### config.mk
export PLATFORM = sky130hd
export DESIGN_NAME = dim1_modadd
export DESIGN_NICKNAME = d
export VERILOG_FILES = /design/src/rtl/dim1_pkg.sv /design/src/rtl/dim1_blk_prefix.sv /design/src/rtl/dim1_sparse_tree.sv /design/src/rtl/dim1_carry_fill.sv /design/src/rtl/dim1_modadd.sv
export SDC_FILE = /design/constraint.sdc
export NUM_CORES = 1
export LEC_CHECK = 0
export ABC_AREA = 0
export BUFFER_PORTS_ARGS = -buffer_cell sky130_fd_sc_hd__buf_2
export CAP_MARGIN = 40
export CORE_ASPECT_RATIO = 0.5
export CORE_UTILIZATION = 35
export CTS_CLUSTER_DIAMETER = 150
export CTS_CLUSTER_SIZE = 24
export DETAILED_ROUTE_END_ITERATION = 7
export GPL_ROUTABILITY_DRIVEN = 0
export MAX_ROUTING_LAYER = met4
export PLACE_DENSITY_LB_ADDON = 0.15
export REMOVE_ABC_BUFFERS = 1
export SLEW_MARGIN = 25
export SYNTH_ARGS = -nofsm -noshare
export SYNTH_HDL_FRONTEND = slang
export SYNTH_HIERARCHICAL = 1
export SYNTH_SLANG_ARGS = --single-unit
export TNS_END_PERCENT = 1
### constraint.sdc
create_clock -name clk -period 3.72 [get_ports clk]
set_clock_uncertainty 0.05 [all_clocks]
set_input_delay 0.744 -clock clk [delete_from_list [all_inputs] [get_ports clk]]
set_output_delay 0.744 -clock clk [all_outputs]
set_load 0.02 [all_outputs]
### src/rtl/dim1_pkg.sv
package dim1_pkg;

    typedef enum logic [1:0] {
        OPC_ADD   = 2'b00,
        OPC_USE_A = 2'b01,
        OPC_USE_B = 2'b10,
        OPC_NONE  = 2'b11
    } opcase_e;

    typedef struct packed {
        logic g;
        logic p;
    } gp_t;

    // Combine a more significant span with the less significant span below it
    function automatic gp_t gp_merge(gp_t hi, gp_t lo);
        gp_t r;
        r.g = hi.g | (hi.p & lo.g);
        r.p = hi.p & lo.p;
        return r;
    endfunction

    // Select the result path from the two zero flags
    function automatic opcase_e pick_case(logic az, logic bz);
        opcase_e c;
        case ({az, bz})
            2'b00:   c = OPC_ADD;
            2'b01:   c = OPC_USE_A;
            2'b10:   c = OPC_USE_B;
            default: c = OPC_NONE;
        endcase
        return c;
    endfunction

endpackage

### src/rtl/dim1_blk_prefix.sv
module dim1_blk_prefix #(
    parameter int K = 2
) (
    input  logic [K-1:0] g_in,
    input  logic [K-1:0] p_in,
    output logic [K-1:0] loc_g,
    output logic [K-1:0] loc_p
);
    localparam int LK = $clog2(K);

    logic [K-1:0] lg [LK+1];
    logic [K-1:0] lp [LK+1];

    assign lg[0] = g_in;
    assign lp[0] = p_in;

    // Sklansky prefix inside one group: node o ends up spanning [o:0]
    for (genvar l = 1; l <= LK; l++) begin : g_lvl
        localparam int H = 1 << (l - 1);
        for (genvar o = 0; o < K; o++) begin : g_node
            if (((o >> (l - 1)) & 1) == 1) begin : g_mrg
                localparam int SRC = ((o >> l) << l) + H - 1;
                assign lg[l][o] = lg[l-1][o] | (lp[l-1][o] & lg[l-1][SRC]);
                assign lp[l][o] = lp[l-1][o] & lp[l-1][SRC];
            end else begin : g_pass
                assign lg[l][o] = lg[l-1][o];
                assign lp[l][o] = lp[l-1][o];
            end
        end
    end

    assign loc_g = lg[LK];
    assign loc_p = lp[LK];
endmodule

### src/rtl/dim1_sparse_tree.sv
module dim1_sparse_tree
    import dim1_pkg::*;
#(
    parameter int NB = 8
) (
    input  logic [NB-1:0] blk_g,
    input  logic [NB-1:0] blk_p,
    output logic [NB-1:0] pre_g,
    output logic [NB-1:0] pre_p
);
    localparam int LB = $clog2(NB);

    gp_t tn [LB+1][NB];

    for (genvar j = 0; j < NB; j++) begin : g_in
        assign tn[0][j] = '{g: blk_g[j], p: blk_p[j]};
    end

    // Kogge-Stone over group signals only: node j ends up spanning groups [j:0]
    for (genvar l = 1; l <= LB; l++) begin : g_lvl
        localparam int D = 1 << (l - 1);
        for (genvar j = 0; j < NB; j++) begin : g_node
            if (j >= D) begin : g_mrg
                assign tn[l][j] = gp_merge(tn[l-1][j], tn[l-1][j-D]);
            end else begin : g_pass
                assign tn[l][j] = tn[l-1][j];
            end
        end
    end

    for (genvar j = 0; j < NB; j++) begin : g_out
        assign pre_g[j] = tn[LB][j].g;
        assign pre_p[j] = tn[LB][j].p;
    end
endmodule

### src/rtl/dim1_carry_fill.sv
module dim1_carry_fill #(
    parameter int N = 16,
    parameter int K = 2
) (
    input  logic [N-1:0]          bit_p,
    input  logic [N/K*(K-1)-1:0]  inner_g,
    input  logic [N/K*(K-1)-1:0]  inner_p,
    input  logic [N/K-1:0]        pre_g,
    input  logic [N/K-1:0]        pre_p,
    output logic [N-1:0]          sum,
    output logic                  all_prop
);
    localparam int NB = N / K;
    localparam int KI = K - 1;

    logic          cin;
    logic [NB-1:0] cblk;
    logic [N-1:0]  cvec;

    // Inverted end-around carry: carry out of the whole word, negated
    assign cin     = ~pre_g[NB-1];
    assign cblk[0] = cin;

    for (genvar m = 1; m < NB; m++) begin : g_blk
        assign cblk[m] = pre_g[m-1] | (pre_p[m-1] & cin);
    end

    // Single extra level: every carry inside a group from its boundary carry
    for (genvar i = 0; i < N; i++) begin : g_bit
        localparam int M = i / K;
        localparam int O = i % K;
        if (O == 0) begin : g_first
            assign cvec[i] = cblk[M];
        end else begin : g_inner
            assign cvec[i] = inner_g[M*KI+O-1] | (inner_p[M*KI+O-1] & cblk[M]);
        end
    end

    assign sum      = bit_p ^ cvec;
    assign all_prop = pre_p[NB-1];
endmodule

### src/rtl/dim1_modadd.sv
module dim1_modadd
    import dim1_pkg::*;
#(
    parameter int N       = 16,
    parameter int K       = 2,
    parameter bit REG_OUT = 1'b1
) (
    input  logic         clk,
    input  logic         rst,
    input  logic [N-1:0] a_val,
    input  logic         a_zero,
    input  logic [N-1:0] b_val,
    input  logic         b_zero,
    output logic [N-1:0] s_val,
    output logic         s_zero
);
    localparam int NB = N / K;
    localparam int KI = K - 1;

    typedef struct packed {
        logic         zero;
        logic [N-1:0] val;
    } res_t;

    if ((K != 2 && K != 4) || (N % K) != 0 || (N & (N - 1)) != 0) begin : g_bad
        $error("dim1_modadd: N must be a power of two and K (2 or 4) must divide it");
    end

    logic [N-1:0]     g_bit, p_bit;
    logic [N-1:0]     loc_g, loc_p;
    logic [NB-1:0]    blk_g, blk_p;
    logic [NB-1:0]    pre_g, pre_p;
    logic [NB*KI-1:0] inner_g, inner_p;
    logic [N-1:0]     sum;
    logic             all_prop;
    res_t             res_d;

    assign g_bit = a_val & b_val;
    assign p_bit = a_val ^ b_val;

    for (genvar m = 0; m < NB; m++) begin : g_grp
        dim1_blk_prefix #(.K(K)) u_blk (
            .g_in  (g_bit[m*K +: K]),
            .p_in  (p_bit[m*K +: K]),
            .loc_g (loc_g[m*K +: K]),
            .loc_p (loc_p[m*K +: K])
        );
        assign blk_g[m] = loc_g[m*K+K-1];
        assign blk_p[m] = loc_p[m*K+K-1];
        for (genvar o = 0; o < KI; o++) begin : g_inner
            assign inner_g[m*KI+o] = loc_g[m*K+o];
            assign inner_p[m*KI+o] = loc_p[m*K+o];
        end
    end

    dim1_sparse_tree #(.NB(NB)) u_tree (
        .blk_g (blk_g),
        .blk_p (blk_p),
        .pre_g (pre_g),
        .pre_p (pre_p)
    );

    dim1_carry_fill #(.N(N), .K(K)) u_fill (
        .bit_p    (p_bit),
        .inner_g  (inner_g),
        .inner_p  (inner_p),
        .pre_g    (pre_g),
        .pre_p    (pre_p),
        .sum      (sum),
        .all_prop (all_prop)
    );

    always_comb begin
        unique case (pick_case(a_zero, b_zero))
            OPC_ADD:   res_d = '{zero: all_prop, val: sum};
            OPC_USE_A: res_d = '{zero: 1'b0,     val: a_val};
            OPC_USE_B: res_d = '{zero: 1'b0,     val: b_val};
            default:   res_d = '{zero: 1'b1,     val: '0};
        endcase
    end

    if (REG_OUT) begin : g_reg
        res_t res_q;
        always_ff @(posedge clk) begin
            if (rst) res_q <= '0;
            else     res_q <= res_d;
        end
        assign s_val  = res_q.val;
        assign s_zero = res_q.zero;
    end else begin : g_comb
        assign s_val  = res_d.val;
        assign s_zero = res_d.zero;
    end
endmodule

=== Word-level counts from Yosys, hierarchy flattened ===
Cells that the tools add are included.

* Equal/unequal tests: 4
* Muxes and demuxes: 2
* Bitwise operators: 109
* Reduce and logical (&&, ||, !) cells: 2

{| class="wikitable"
|+ Operators with widths
! operator !! count
|-
| 1-bit bitwise AND || 65
|-
| 17-bit case mux with 3 select lines || 1
|-
| 1-bit bitwise OR || 40
|-
| 16-bit bitwise XOR || 2
|-
| 16-bit bitwise AND || 1
|-
| 2-bit case mux with 3 select lines || 1
|-
| 2-bit by 1-bit equality test with 1-bit output (second input constant) || 2
|-
| 2-bit equality test (second input constant) || 2
|-
| 2-bit logical NOT || 2
|-
| 1-bit inverter || 1
|}

* Bits in registers: 17
* Bits of input ports: 36
* Logic and storage cells: 119

=== Logic depth before layout (Yosys ltp) ===
Gate-level depths: netlist of run 1.

* Word-level depth: 16
* Gate-level depth with buffers: 11

=== Cells and area by module ===
The synthesis of run 1 kept the hierarchy.

{| class="wikitable"
|+ Modules (own cells, without submodules)
! module !! instances !! cells an instance !! area each (um^2) !! sequential area each (um^2)
|-
| dim1_modadd || 1 || 95 || 999.7 || 340.3
|-
| dim1_carry_fill || 1 || 47 || 305.3 || 0.0
|-
| dim1_blk_prefix || 8 || 4 || 30.0 || 0.0
|-
| dim1_sparse_tree || 1 || 29 || 181.4 || 0.0
|}

=== Least setup slack after synthesis of run 1 ===
No wires, ideal clock.

* Path type: input port to flip-flop
* From: input a_val[2]
* To: register g_reg.res_q (netlist bit s_val[5])
* Setup time: 134 ps
* Arrival: 2804 ps
* Data required time: 3536 ps
* Path slack: 731 ps
* Stages: 11
* Path buffers: 0
* Path through: ha_1 > and2_2 > a21o_1 > a31oi_1 > o31ai_1 > nand3b_1 > nand2_1 > xor2_1 > nor2b_1 > a211oi_1 > a211oi_1

* Cells in the longest elaborated chain, start to end: 15

{| class="wikitable"
|+ Ends and longest elaborated chain
! element !! line !! text
|-
| start: declaration || dim1_modadd.sv:10 || <nowiki>input logic [N-1:0] a_val,</nowiki>
|-
| 16-bit bitwise XOR || dim1_modadd.sv:39 || <nowiki>assign p_bit = a_val ^ b_val;</nowiki>
|-
| 1-bit bitwise AND || dim1_blk_prefix.sv:24 || <nowiki>assign lp[l][o] = lp[l-1][o] & lp[l-1][SRC];</nowiki>
|-
| net blk_p[1] || dim1_modadd.sv:31 || <nowiki>logic [NB-1:0] blk_g, blk_p;</nowiki>
|-
| 1-bit bitwise AND || dim1_pkg.sv:18 || <nowiki>r.g = hi.g | (hi.p & lo.g);</nowiki>
|-
| 1-bit bitwise OR || dim1_pkg.sv:18 ||
|-
| net pre_g[1] || dim1_modadd.sv:32 || <nowiki>logic [NB-1:0] pre_g, pre_p;</nowiki>
|-
| 1-bit bitwise AND || dim1_pkg.sv:18 ||
|-
| 1-bit bitwise OR || dim1_pkg.sv:18 ||
|-
| (+2 left out) || n/a ||
|-
| net pre_g[7] || dim1_modadd.sv:32 ||
|-
| 1-bit inverter || dim1_carry_fill.sv:21 || <nowiki>assign cin = ~pre_g[NB-1];</nowiki>
|-
| 1-bit bitwise AND || dim1_carry_fill.sv:25 || <nowiki>assign cblk[m] = pre_g[m-1] | (pre_p[m-1] & cin);</nowiki>
|-
| 1-bit bitwise OR || dim1_carry_fill.sv:25 ||
|-
| 1-bit bitwise AND || dim1_carry_fill.sv:35 || <nowiki>assign cvec[i] = inner_g[M*KI+O-1] | (inner_p[M*KI+O-1] & cblk[M]);</nowiki>
|-
| 1-bit bitwise OR || dim1_carry_fill.sv:35 ||
|-
| 16-bit bitwise XOR || dim1_carry_fill.sv:39 || <nowiki>assign sum = bit_p ^ cvec;</nowiki>
|-
| net sum[5] || dim1_modadd.sv:34 || <nowiki>logic [N-1:0] sum;</nowiki>
|-
| 17-bit case mux with 3 select lines || dim1_modadd.sv:74 || <nowiki>unique case (pick_case(a_zero, b_zero))</nowiki>
|-
| end signal: assignment || dim1_modadd.sv:86 || <nowiki>else res_q <= res_d;</nowiki>
|-
| end: declaration || dim1_modadd.sv:83 || <nowiki>res_t res_q;</nowiki>
|}

The timed path passes the listed nets, and every way through them passes these cells.
A chain may end at the register's enable or synchronous reset.

=== Final worst setup path of run 1 ===
* From: input a_val[2]
* To: register g_reg.res_q (netlist bit s_val[5])

* Cells in the longest elaborated chain, start to end: 15

{| class="wikitable"
|+ Ends and longest elaborated chain
! element !! line !! text
|-
| 16-bit bitwise XOR || dim1_modadd.sv:39 ||
|-
| net p_bit[2] || dim1_modadd.sv:29 || <nowiki>logic [N-1:0] g_bit, p_bit;</nowiki>
|-
| 1-bit bitwise AND || dim1_blk_prefix.sv:24 ||
|-
| net blk_p[1] || dim1_modadd.sv:31 ||
|-
| 1-bit bitwise AND || dim1_pkg.sv:18 ||
|-
| 1-bit bitwise OR || dim1_pkg.sv:18 ||
|-
| net pre_g[1] || dim1_modadd.sv:32 ||
|-
| 1-bit bitwise AND || dim1_pkg.sv:18 ||
|-
| (+3 left out) || n/a ||
|-
| net pre_g[7] || dim1_modadd.sv:32 ||
|-
| 1-bit inverter || dim1_carry_fill.sv:21 ||
|-
| 1-bit bitwise AND || dim1_carry_fill.sv:25 ||
|-
| 1-bit bitwise OR || dim1_carry_fill.sv:25 ||
|-
| 1-bit bitwise AND || dim1_carry_fill.sv:35 ||
|-
| 1-bit bitwise OR || dim1_carry_fill.sv:35 ||
|-
| 16-bit bitwise XOR || dim1_carry_fill.sv:39 ||
|-
| net sum[5] || dim1_modadd.sv:34 ||
|-
| 17-bit case mux with 3 select lines || dim1_modadd.sv:74 ||
|}

The timed path passes the listed nets, and every way through them passes these cells.

==> out/qor.txt, run 1 <==
Clk pin slew, worst setup/hold paths: 0.07 ns
Internal: 0.389 mW
area of the core: 4570 um2
biggest area consumer among synthesized cells: sky130_fd_sc_hd__dfxtp_1
part of the total power dissipated in combinational logic: 0.418
number of distinct library cells after synthesis: 32
leakage dissipation: 1.01 nW
first-pass GRT wire length: 6450 um
number of instances in the synthesized netlist: 203
die boundary height: 51.7 um
Avg Inst Size Synth: 8.51 um2
post-synthesis cell area: 1730 um2
final non-filler cell area: 1930 um2
initial standard-cell utilization of the core: 0.378
Clock Tree Root: sky130_fd_sc_hd__clkbuf_8
number of vias in the routed layout: 1463
number of core rows: 17
area share of the largest cell type after synthesis: 0.197
part of the Yosys area used for sequential elements: 0.197
fraction of registers with async set or reset after synthesis: 0
DRC violations left: 0
end of the worst hold path: s_val[5]
crit end category: flop
share of post-route cells with drive strength above 1: 0.306
switching share of total power: 0.362
WP data arrival: 3.21 ns
1st-iter DRT viols: 44
flip-flop and latch area: 340 um2
critical-path maximum fanout: 5
worst hold start: a_zero
Antenna Violating Nets Remaining: 0
H-tree depth: 1
area used by multi-input combinational logic: 1120 um2
clock tree from TritonCTS: done
power density normalized to cell area: 316 nW/um2
final number of max-transition violations: 0
number of synthesized flops with an enable pin: 0
drt total wl: 3860 um
required time worst endpoint: 3.81 ns
routed length per instance: 12.8 um
initial antenna violation count: 0
final hold violations: 0
Yosys warnings: 6
top library cells by usage in the layout, fill and taps aside: sky130_fd_sc_hd__buf_2 (52), sky130_fd_sc_hd__a21oi_1 (21), sky130_fd_sc_hd__inv_1 (17), sky130_fd_sc_hd__dfxtp_1 (17), sky130_fd_sc_hd__ha_1 (16)
most frequent standard cell in the layout excluding fill and tap cells: sky130_fd_sc_hd__buf_2
final total power: 0.609 mW
Rel. slew slack: 0.503
final total negative setup slack: 0 ns
portion of total power attributed to the clock network: 0.253
via count of the first global-routing pass: 1377
top post-synthesis cells by area: sky130_fd_sc_hd__dfxtp_1 (20%), sky130_fd_sc_hd__ha_1 (12%), sky130_fd_sc_hd__buf_4 (9.1%)
count of antenna diodes in the layout: 0
highest attainable clock frequency: 0.320 GHz
Overflow after GRT: 0
actual transition at the worst max-transition pin: 0.745 ns
largest buffer count on any clock path: 2
postcts setup bufs: 0
detailed placement HPWL: 2860 um
Net Sw Power: 0.220 mW
horizontal die dimension: 101 um
setup repair after global routing missed its margin: false
number of port buffers: 52
class of the tightest hold or removal check: in2reg
maximum number of pins on one net before global-route repair: 22
Die Outline Area: 5240 um2
layout filler cell count: 484
outcome: finished, final reports clean
final setup violating endpoints: 0
cts-stage hold buffer count: 0
PostCTS Resize Cnt: 0
Nets: 288
number of vias per cell after detailed routing: 4.86
Pre-antenna DRT Iters: 4
combined global-route utilization of all metal layers: 0.168
kind of critical path: in2reg
number of buffers inserted during clock tree synthesis: 3
Max-Cap Viols: 0
number of I/O pins: 53
Peak supply drop: 0.122 mV
synthesis-to-finish area growth: 11.7%
sinks on the clock net: 17
startpoint type of the worst setup path: input port
most frequently used flop master after synthesis: sky130_fd_sc_hd__dfxtp_1
Tcrit/Tclk final: 0.840
worst hold path cell count: 2
final period demand of the worst path: 3.12 ns
number of storage elements in the synthesis netlist: 17
placed standard-cell area: 1880 um2
fraction of power consumed by sequential logic: 0.329
## logic make-up after synthesis
group	synth area share
AO/OA/AOI/OAI	0.221
XOR/XNOR	0.0812
adder cells (fa/ha/maj)	0.116
buffers and inverters	0.155
flip-flops	0.197
multiplexers	0.0870
AND/OR/NAND/NOR	0.143
## metal layers
layer,routed length (um),global-route usage
met3,142,0.0363
met2,1590,0.268
met4,41,0.0435
met1,2090,0.218
met5,0,-
## final cells by class
type	count	area share
Timing Repair Buffer	54	0.143
Inverter	18	0.0350
Tap cell	66	0.0428
Clock buffer	4	0.0233
Sequential cell	17	0.176
Multi-Input combinational cell	142	0.580
## per-stage QoR
stage / setup WS (ns) / utilization / std cells / hold slack, ns
CTS: 0.602 / 0.422 / 301 / 0.672
floorplan: 0.720 / - / 177 / 0.763
global route: 0.383 / 0.422 / 301 / 0.692
detailed placement: 0.336 / 0.412 / 297 / 0.957
global placement: 0.423 / 0.412 / 297 / 0.955
finish: 0.597 / 0.422 / 301 / 0.678
## critical path, stage by stage
cell and delay (ns):
sky130_fd_sc_hd__buf_2 0.11, sky130_fd_sc_hd__ha_1 0.33, sky130_fd_sc_hd__and2_2 0.19, sky130_fd_sc_hd__a21o_1 0.18, sky130_fd_sc_hd__a31oi_1 0.14, sky130_fd_sc_hd__o31ai_1 0.55, sky130_fd_sc_hd__buf_4 0.24, sky130_fd_sc_hd__nand3b_1 0.11
sky130_fd_sc_hd__nand2_1 0.06, sky130_fd_sc_hd__xor2_1 0.14, sky130_fd_sc_hd__nor2b_1 0.13, sky130_fd_sc_hd__a211oi_1 0.21, sky130_fd_sc_hd__a211oi_1 0.07
## worst max-delay path by stage
stage / start / end / cells after the start
after global routing: a_val[2] / s_val[5] / 13
after CTS: a_val[2] / s_val[5] / 13
after detailed placement: a_val[2] / s_val[5] / 13
after global placement: a_val[2] / s_val[5] / 13
after floorplan: a_val[2] / s_val[5] / 11
final: a_val[2] / s_val[5] / 13
## registers in the layout, summed over array words and instances (netlist names)
signal,flops
s_zero,1
s_val,16
## synthesized netlist by cell type (2+ instances only)
library cell	instances
sky130_fd_sc_hd__nand2_1	13
sky130_fd_sc_hd__and3_1	2
sky130_fd_sc_hd__xnor2_1	9
sky130_fd_sc_hd__nand3b_1	7
sky130_fd_sc_hd__a21o_1	9
sky130_fd_sc_hd__a211oi_1	2
sky130_fd_sc_hd__dfxtp_1	17
sky130_fd_sc_hd__buf_6	3
sky130_fd_sc_hd__a21oi_1	21
sky130_fd_sc_hd__o21a_1	2
sky130_fd_sc_hd__inv_1	17
sky130_fd_sc_hd__o21ai_0	2
sky130_fd_sc_hd__mux2i_1	15
sky130_fd_sc_hd__ha_1	16
sky130_fd_sc_hd__xor2_1	7
sky130_fd_sc_hd__buf_4	21
sky130_fd_sc_hd__and2_2	10
sky130_fd_sc_hd__o31ai_1	2
sky130_fd_sc_hd__o32ai_1	14
sky130_fd_sc_hd__nand2b_1	2
## power groups by stage
stage / Sequential [mW] / Clock, mW / Combinational (mW)
after CTS: 0.201 / 0.161 / 0.255
final: 0.200 / 0.154 / 0.255
after detailed placement: 0.205 / 0 / 0.254
after global placement: 0.205 / 0 / 0.253
after global routing: 0.202 / 0.167 / 0.285
after floorplan: 0.226 / 0 / 0.155
Power figures use the tool's default switching activity.
==> run 2: changes to the inputs <==
clock period = 2.8 ns   (was 3.72 ns; I/O delays follow)
==> run 2 against run 1 <==
Compared with the run above: final cell count is 2.7% higher; clock-buffer cell count stayed put; combinational power is 40% higher; clock power is 31% higher; routed wire length is 3.6% higher.
==> out/qor.txt, run 2 (synthesis gave the netlist of run 1 again) <==
final hold violations: 0 (unchanged)
largest buffer count on any clock path: 2 (unchanged)
flip-flop and latch area: 340 um2 (unchanged)
outcome: finished, final reports clean
layout filler cell count: 465 (-3.9%)
final non-filler cell area: 1990 um2 (+3.1%)
maximum number of pins on one net before global-route repair: 21 (-4.5%)
final period demand of the worst path: 2.55 ns
required time worst endpoint: 2.92 ns (-0.89 ns)
count of antenna diodes in the layout: 0 (unchanged)
class of the tightest hold or removal check: in2reg
horizontal die dimension: 101 um (unchanged)
Peak supply drop: 0.151 mV (+24%)
worst hold slack after final layout: 0.519 ns (-0.159 ns)
detailed placement HPWL: 3040 um (+6.3%)
actual transition at the worst max-transition pin: 0.634 ns (-0.111 ns)
worst hold start: b_val[8]
Antenna Violating Nets Remaining: 0 (unchanged)
Overflow after GRT: 0 (unchanged)
number of buffers inserted during clock tree synthesis: 3 (unchanged)
startpoint type of the worst setup path: input port
number of port buffers: 52 (unchanged)
Crit. Startpoint: a_val[1]
1st-iter DRT viols: 68 (+55%)
synthesis-to-finish area growth: 15.2%
area of the core: 4570 um2 (unchanged)
clock tree from TritonCTS: done
top library cells by usage in the layout, fill and taps aside: sky130_fd_sc_hd__buf_2 (52), sky130_fd_sc_hd__a21oi_1 (21), sky130_fd_sc_hd__inv_1 (17), sky130_fd_sc_hd__dfxtp_1 (17), sky130_fd_sc_hd__ha_1 (16)
Max-Cap Viols: 0 (unchanged)
final number of max-transition violations: 0 (unchanged)
kind of critical path: in2reg
initial antenna violation count: 0 (unchanged)
number of vias in the routed layout: 1494 (+2.1%)
postcts setup bufs: 0 (unchanged)
power density normalized to cell area: 414 nW/um2 (+31%)
critical-path maximum fanout: 8 (+3)
Clk pin slew, worst setup/hold paths: 0.08 ns (about the same)
PostCTS Resize Cnt: 0 (unchanged)
leakage dissipation: 1.05 nW (+3.8%)
highest attainable clock frequency: 0.392 GHz
drt total wl: 4000 um (+3.6%)
number of core rows: 17 (unchanged)
initial standard-cell utilization of the core: 0.378 (unchanged)
number of I/O pins: 53 (unchanged)
Rel. slew slack: 0.578 (+0.0742)
final core utilization: 0.435 (+0.0131)
crit end category: flop
maximum single-stage delay on the critical path: 0.39 ns (-0.16 ns)
combined global-route utilization of all metal layers: 0.164 (-0.00341)
routed length per instance: 12.9 um (+0.92%)
area used by multi-input combinational logic: 1120 um2 (unchanged)
WP data arrival: 2.67 ns (-0.54 ns)
worst slack after detailed placement: -0.0161 ns (-0.352 ns)
number of flip-flops in the largest register: 16 (unchanged)
cell-by-cell listing of the critical path: buf_2 -> ha_1 -> a21o_1 -> a21o_1 -> a31oi_1 -> o31ai_1 -> buf_4 -> inv_2 -> a21oi_1 -> xnor2_1 -> mux2i_1 -> o32ai_1
Nets: 296 (+2.8%)
cts-stage hold buffer count: 0 (unchanged)
first-pass GRT wire length: 6320 um (-2.0%)
H-tree depth: 1 (unchanged)
Tcrit/Tclk final: 0.911
share of post-route cells with drive strength above 1: 0.329 (+0.0228)
Top cell by count, worst path: sky130_fd_sc_hd__a21o_1
DRC violations left: 0 (unchanged)
Die Outline Area: 5240 um2 (unchanged)
cell with the largest stage delay on the worst path: sky130_fd_sc_hd__o31ai_1
most frequent standard cell in the layout excluding fill and tap cells: sky130_fd_sc_hd__buf_2
number of vias per cell after detailed routing: 4.83 (-0.52%)
placed standard-cell area: 1940 um2 (+3.2%)
Pre-antenna DRT Iters: 4 (unchanged)
sinks on the clock net: 17 (unchanged)
via count of the first global-routing pass: 1358 (-1.4%)
die boundary height: 51.7 um (unchanged)
final setup violating endpoints: 0 (unchanged)
Final Worst Setup Slack: 0.248 ns (-0.348 ns)
setup repair after global routing missed its margin: false
Clock Tree Root: sky130_fd_sc_hd__clkbuf_8
run 2: layout make-up:
type | count | share of cell area
well taps | 66 | 0.0415
clock buffers | 4 | 0.0226
inverters | 18 | 0.0340
multi-input cells | 142 | 0.562
repair buffers | 62 | 0.169
flip-flops and latches | 17 | 0.171
run 2: report_power, final:
part / switching, mW / internal, mW / total (mW)
logic: 0.192 / 0.166 / 0.357
registers: 0.00406 / 0.262 / 0.266
clock network: 0.0994 / 0.101 / 0.201
total: 0.295 / 0.529 / 0.825
run 2: per-stage QoR:
stage               cells  power, mW  TNS [ns]
finish                309      0.825         0
global route          309      0.886         0
CTS                   309      0.833         0
detailed placement    305      0.627   -0.0743
global placement      305      0.624         0
floorplan             177      0.507   -0.0162
run 2: layer usage:
metal,global-route usage,up-vias,routed length [um]
met5,-,-,0
met4,0.0362,0,24
met3,0.0363,2,186
met2,0.240,30,1690
met1,0.230,681,2100
li1,-,781,-
run 2: final timing paths:
kind                   endpoint  slack (ns)  cells past startpoint
worst max-delay path  s_val[12]        0.25                     12
worst min-delay path   s_val[8]        0.52                      3
run 2: critical path: cells and delay by family:
family	cells	cell delay (ns)
compound gates	6	1.14
buf+inv	3	0.42
fa+ha+maj	1	0.32
xor+xnor	1	0.14
mux	1	0.09
==> run 3: changes to the inputs <==
CORE_ASPECT_RATIO = 1.1   (was 0.5)
==> run 3 against run 2 <==
Compared with the run above: cell area fell by 0.63%; combinational power about the same; sequential power is essentially flat; sequential cell count is the same; first-iteration DRC count decreased by 38%; clock power is 3% higher; critical endpoint is now s_val[11]; largest cell class unchanged.
==> out/qor.txt, run 3 (synthesis gave the netlist of run 1 again) <==
outcome: finished, final reports clean
number of port buffers: 52 (unchanged)
Top cell by count, worst path: sky130_fd_sc_hd__a21o_1
worst hold path cell count: 2 (-1)
drt total wl: 3890 um (-2.8%)
Nets: 296 (unchanged)
number of I/O pins: 53 (unchanged)
WP data arrival: 2.56 ns (-0.11 ns)
postcts setup bufs: 0 (unchanged)
number of flip-flops in the largest register: 16 (unchanged)
initial antenna violation count: 0 (unchanged)
dominant delay contributor by cell family on the critical path: compound AO/OA/AOI/OAI gates
number of vias in the routed layout: 1522 (+1.9%)
Overflow after GRT: 0 (unchanged)
maximum single-stage delay on the critical path: 0.39 ns (about the same)
actual transition at the worst max-transition pin: 0.628 ns (-0.00562 ns)
Final Worst Setup Slack: 0.313 ns (+0.0645 ns)
routed length per instance: 13.0 um (+0.45%)
largest buffer count on any clock path: 2 (unchanged)
cell-by-cell listing of the critical path: buf_2 -> ha_1 -> a21o_1 -> a21o_1 -> a31oi_1 -> o31ai_1 -> buf_4 -> nand3b_1 -> nand2_1 -> xor2_1 -> mux2i_1 -> o32ai_2
number of vias per cell after detailed routing: 5.09 (+5.3%)
Rel. slew slack: 0.581 (+0.00375)
startpoint type of the worst setup path: input port
first-pass GRT wire length: 6440 um (+2.0%)
number of buffers inserted during clock tree synthesis: 3 (unchanged)
synthesis-to-finish area growth: 14.5%
H-tree depth: 1 (unchanged)
setup repair after global routing missed its margin: false
worst hold start: a_zero
final period demand of the worst path: 2.49 ns (-0.0645 ns)
Peak supply drop: 0.185 mV (+23%)
detailed placement HPWL: 2950 um (-3.0%)
share of post-route cells with drive strength above 1: 0.329 (unchanged)
most frequent standard cell in the layout excluding fill and tap cells: sky130_fd_sc_hd__buf_2
crit end category: flop
via count of the first global-routing pass: 1431 (+5.4%)
Crit. Startpoint: a_val[1]
global-route track usage on met3: 0.0225 (-0.0138)
initial standard-cell utilization of the core: 0.369 (-0.00898)
1st-iter DRT viols: 42 (-38%)
DRC violations left: 0 (unchanged)
busiest grt layer: met2
Clk pin slew, worst setup/hold paths: 0.08 ns (about the same)
final setup violating endpoints: 0 (unchanged)
Tcrit/Tclk final: 0.888 (-0.0230)
maximum number of pins on one net before global-route repair: 21 (unchanged)
die boundary height: 75.7 um (+46%)
area of the core: 4680 um2 (+2.4%)
Max-Cap Viols: 0 (unchanged)
PostCTS Resize Cnt: 0 (unchanged)
horizontal die dimension: 69.0 um (-32%)
number of core rows: 26 (+9)
cts-stage hold buffer count: 0 (unchanged)
met1 Resource Use GR: 0.223 (-0.00698)
top library cells by usage in the layout, fill and taps aside: sky130_fd_sc_hd__buf_2 (52), sky130_fd_sc_hd__a21oi_1 (21), sky130_fd_sc_hd__inv_1 (17), sky130_fd_sc_hd__dfxtp_1 (17), sky130_fd_sc_hd__ha_1 (16)
cell with the largest stage delay on the worst path: sky130_fd_sc_hd__o31ai_1
power density normalized to cell area: 419 nW/um2 (+1.0%)
required time worst endpoint: 2.87 ns (-0.05 ns)
Clock Tree Root: sky130_fd_sc_hd__clkbuf_8
count of antenna diodes in the layout: 0 (unchanged)
clock tree from TritonCTS: done
highest attainable clock frequency: 0.402 GHz (+2.6%)
class of the tightest hold or removal check: in2reg
final hold violations: 0 (unchanged)
Pre-antenna DRT Iters: 4 (unchanged)
critical-path maximum fanout: 7 (-1)
crit path buf inv count: 2 (-1)
final number of max-transition violations: 0 (unchanged)
end of the worst hold path: s_val[5]
Die Outline Area: 5220 um2 (-0.32%)
worst slack after detailed placement: 0.0446 ns (+0.0607 ns)
combined global-route utilization of all metal layers: 0.169 (+0.00414)
kind of critical path: in2reg
leakage dissipation: 1.05 nW (about the same)
final core utilization: 0.422 (-0.0130)
sinks on the clock net: 17 (unchanged)
Antenna Violating Nets Remaining: 0 (unchanged)
met2 usage: 0.265 (+0.0250)
-- run 3: per-stage QoR --
stage	area, um2	instances	power (mW)	hold WS [ns]	setup TNS, ns
floorplan	1530	177	0.507	0.579	-0.0162
global placement	1930	295	0.625	0.779	0
detailed placement	1930	295	0.626	0.780	0
CTS	1980	299	0.830	0.501	0
global route	1980	299	0.887	0.519	0
finish	1980	299	0.828	0.501	0
-- run 3: final cells by class --
type	instances	area, um2
Clock buffer	4	45.0
Multi-Input combinational cell	142	1120
Sequential cell	17	340
Inverter	18	67.6
Fill cell	499	2710
Timing Repair Buffer	62	335
Tap cell	56	70.1
-- run 3: power by group --
part	switching [mW]	leakage [nW]	total [mW]	internal, mW
sequential	0.00400	0.141	0.266	0.262
combinational	0.189	0.883	0.354	0.165
clock	0.106	0.0228	0.207	0.101
-- run 3: worst max-delay path by stage --
| stage | to | slack, ns | cells past startpoint |
|---|---|---|---|
| global placement | s_val[3] | 0.09 | 12 |
| global route | s_val[11] | 0.06 | 12 |
| floorplan | s_val[5] | -0.02 | 11 |
| CTS | s_val[11] | 0.31 | 12 |
| finish | s_val[11] | 0.31 | 12 |
| detailed placement | s_val[11] | 0.04 | 12 |
-- run 3: layer usage --
layer | share of wire | wire (um)
met3 | 0.051 | 200
met5 | 0 | 0
met2 | 0.44 | 1730
met1 | 0.50 | 1940
met4 | 0.0064 | 25
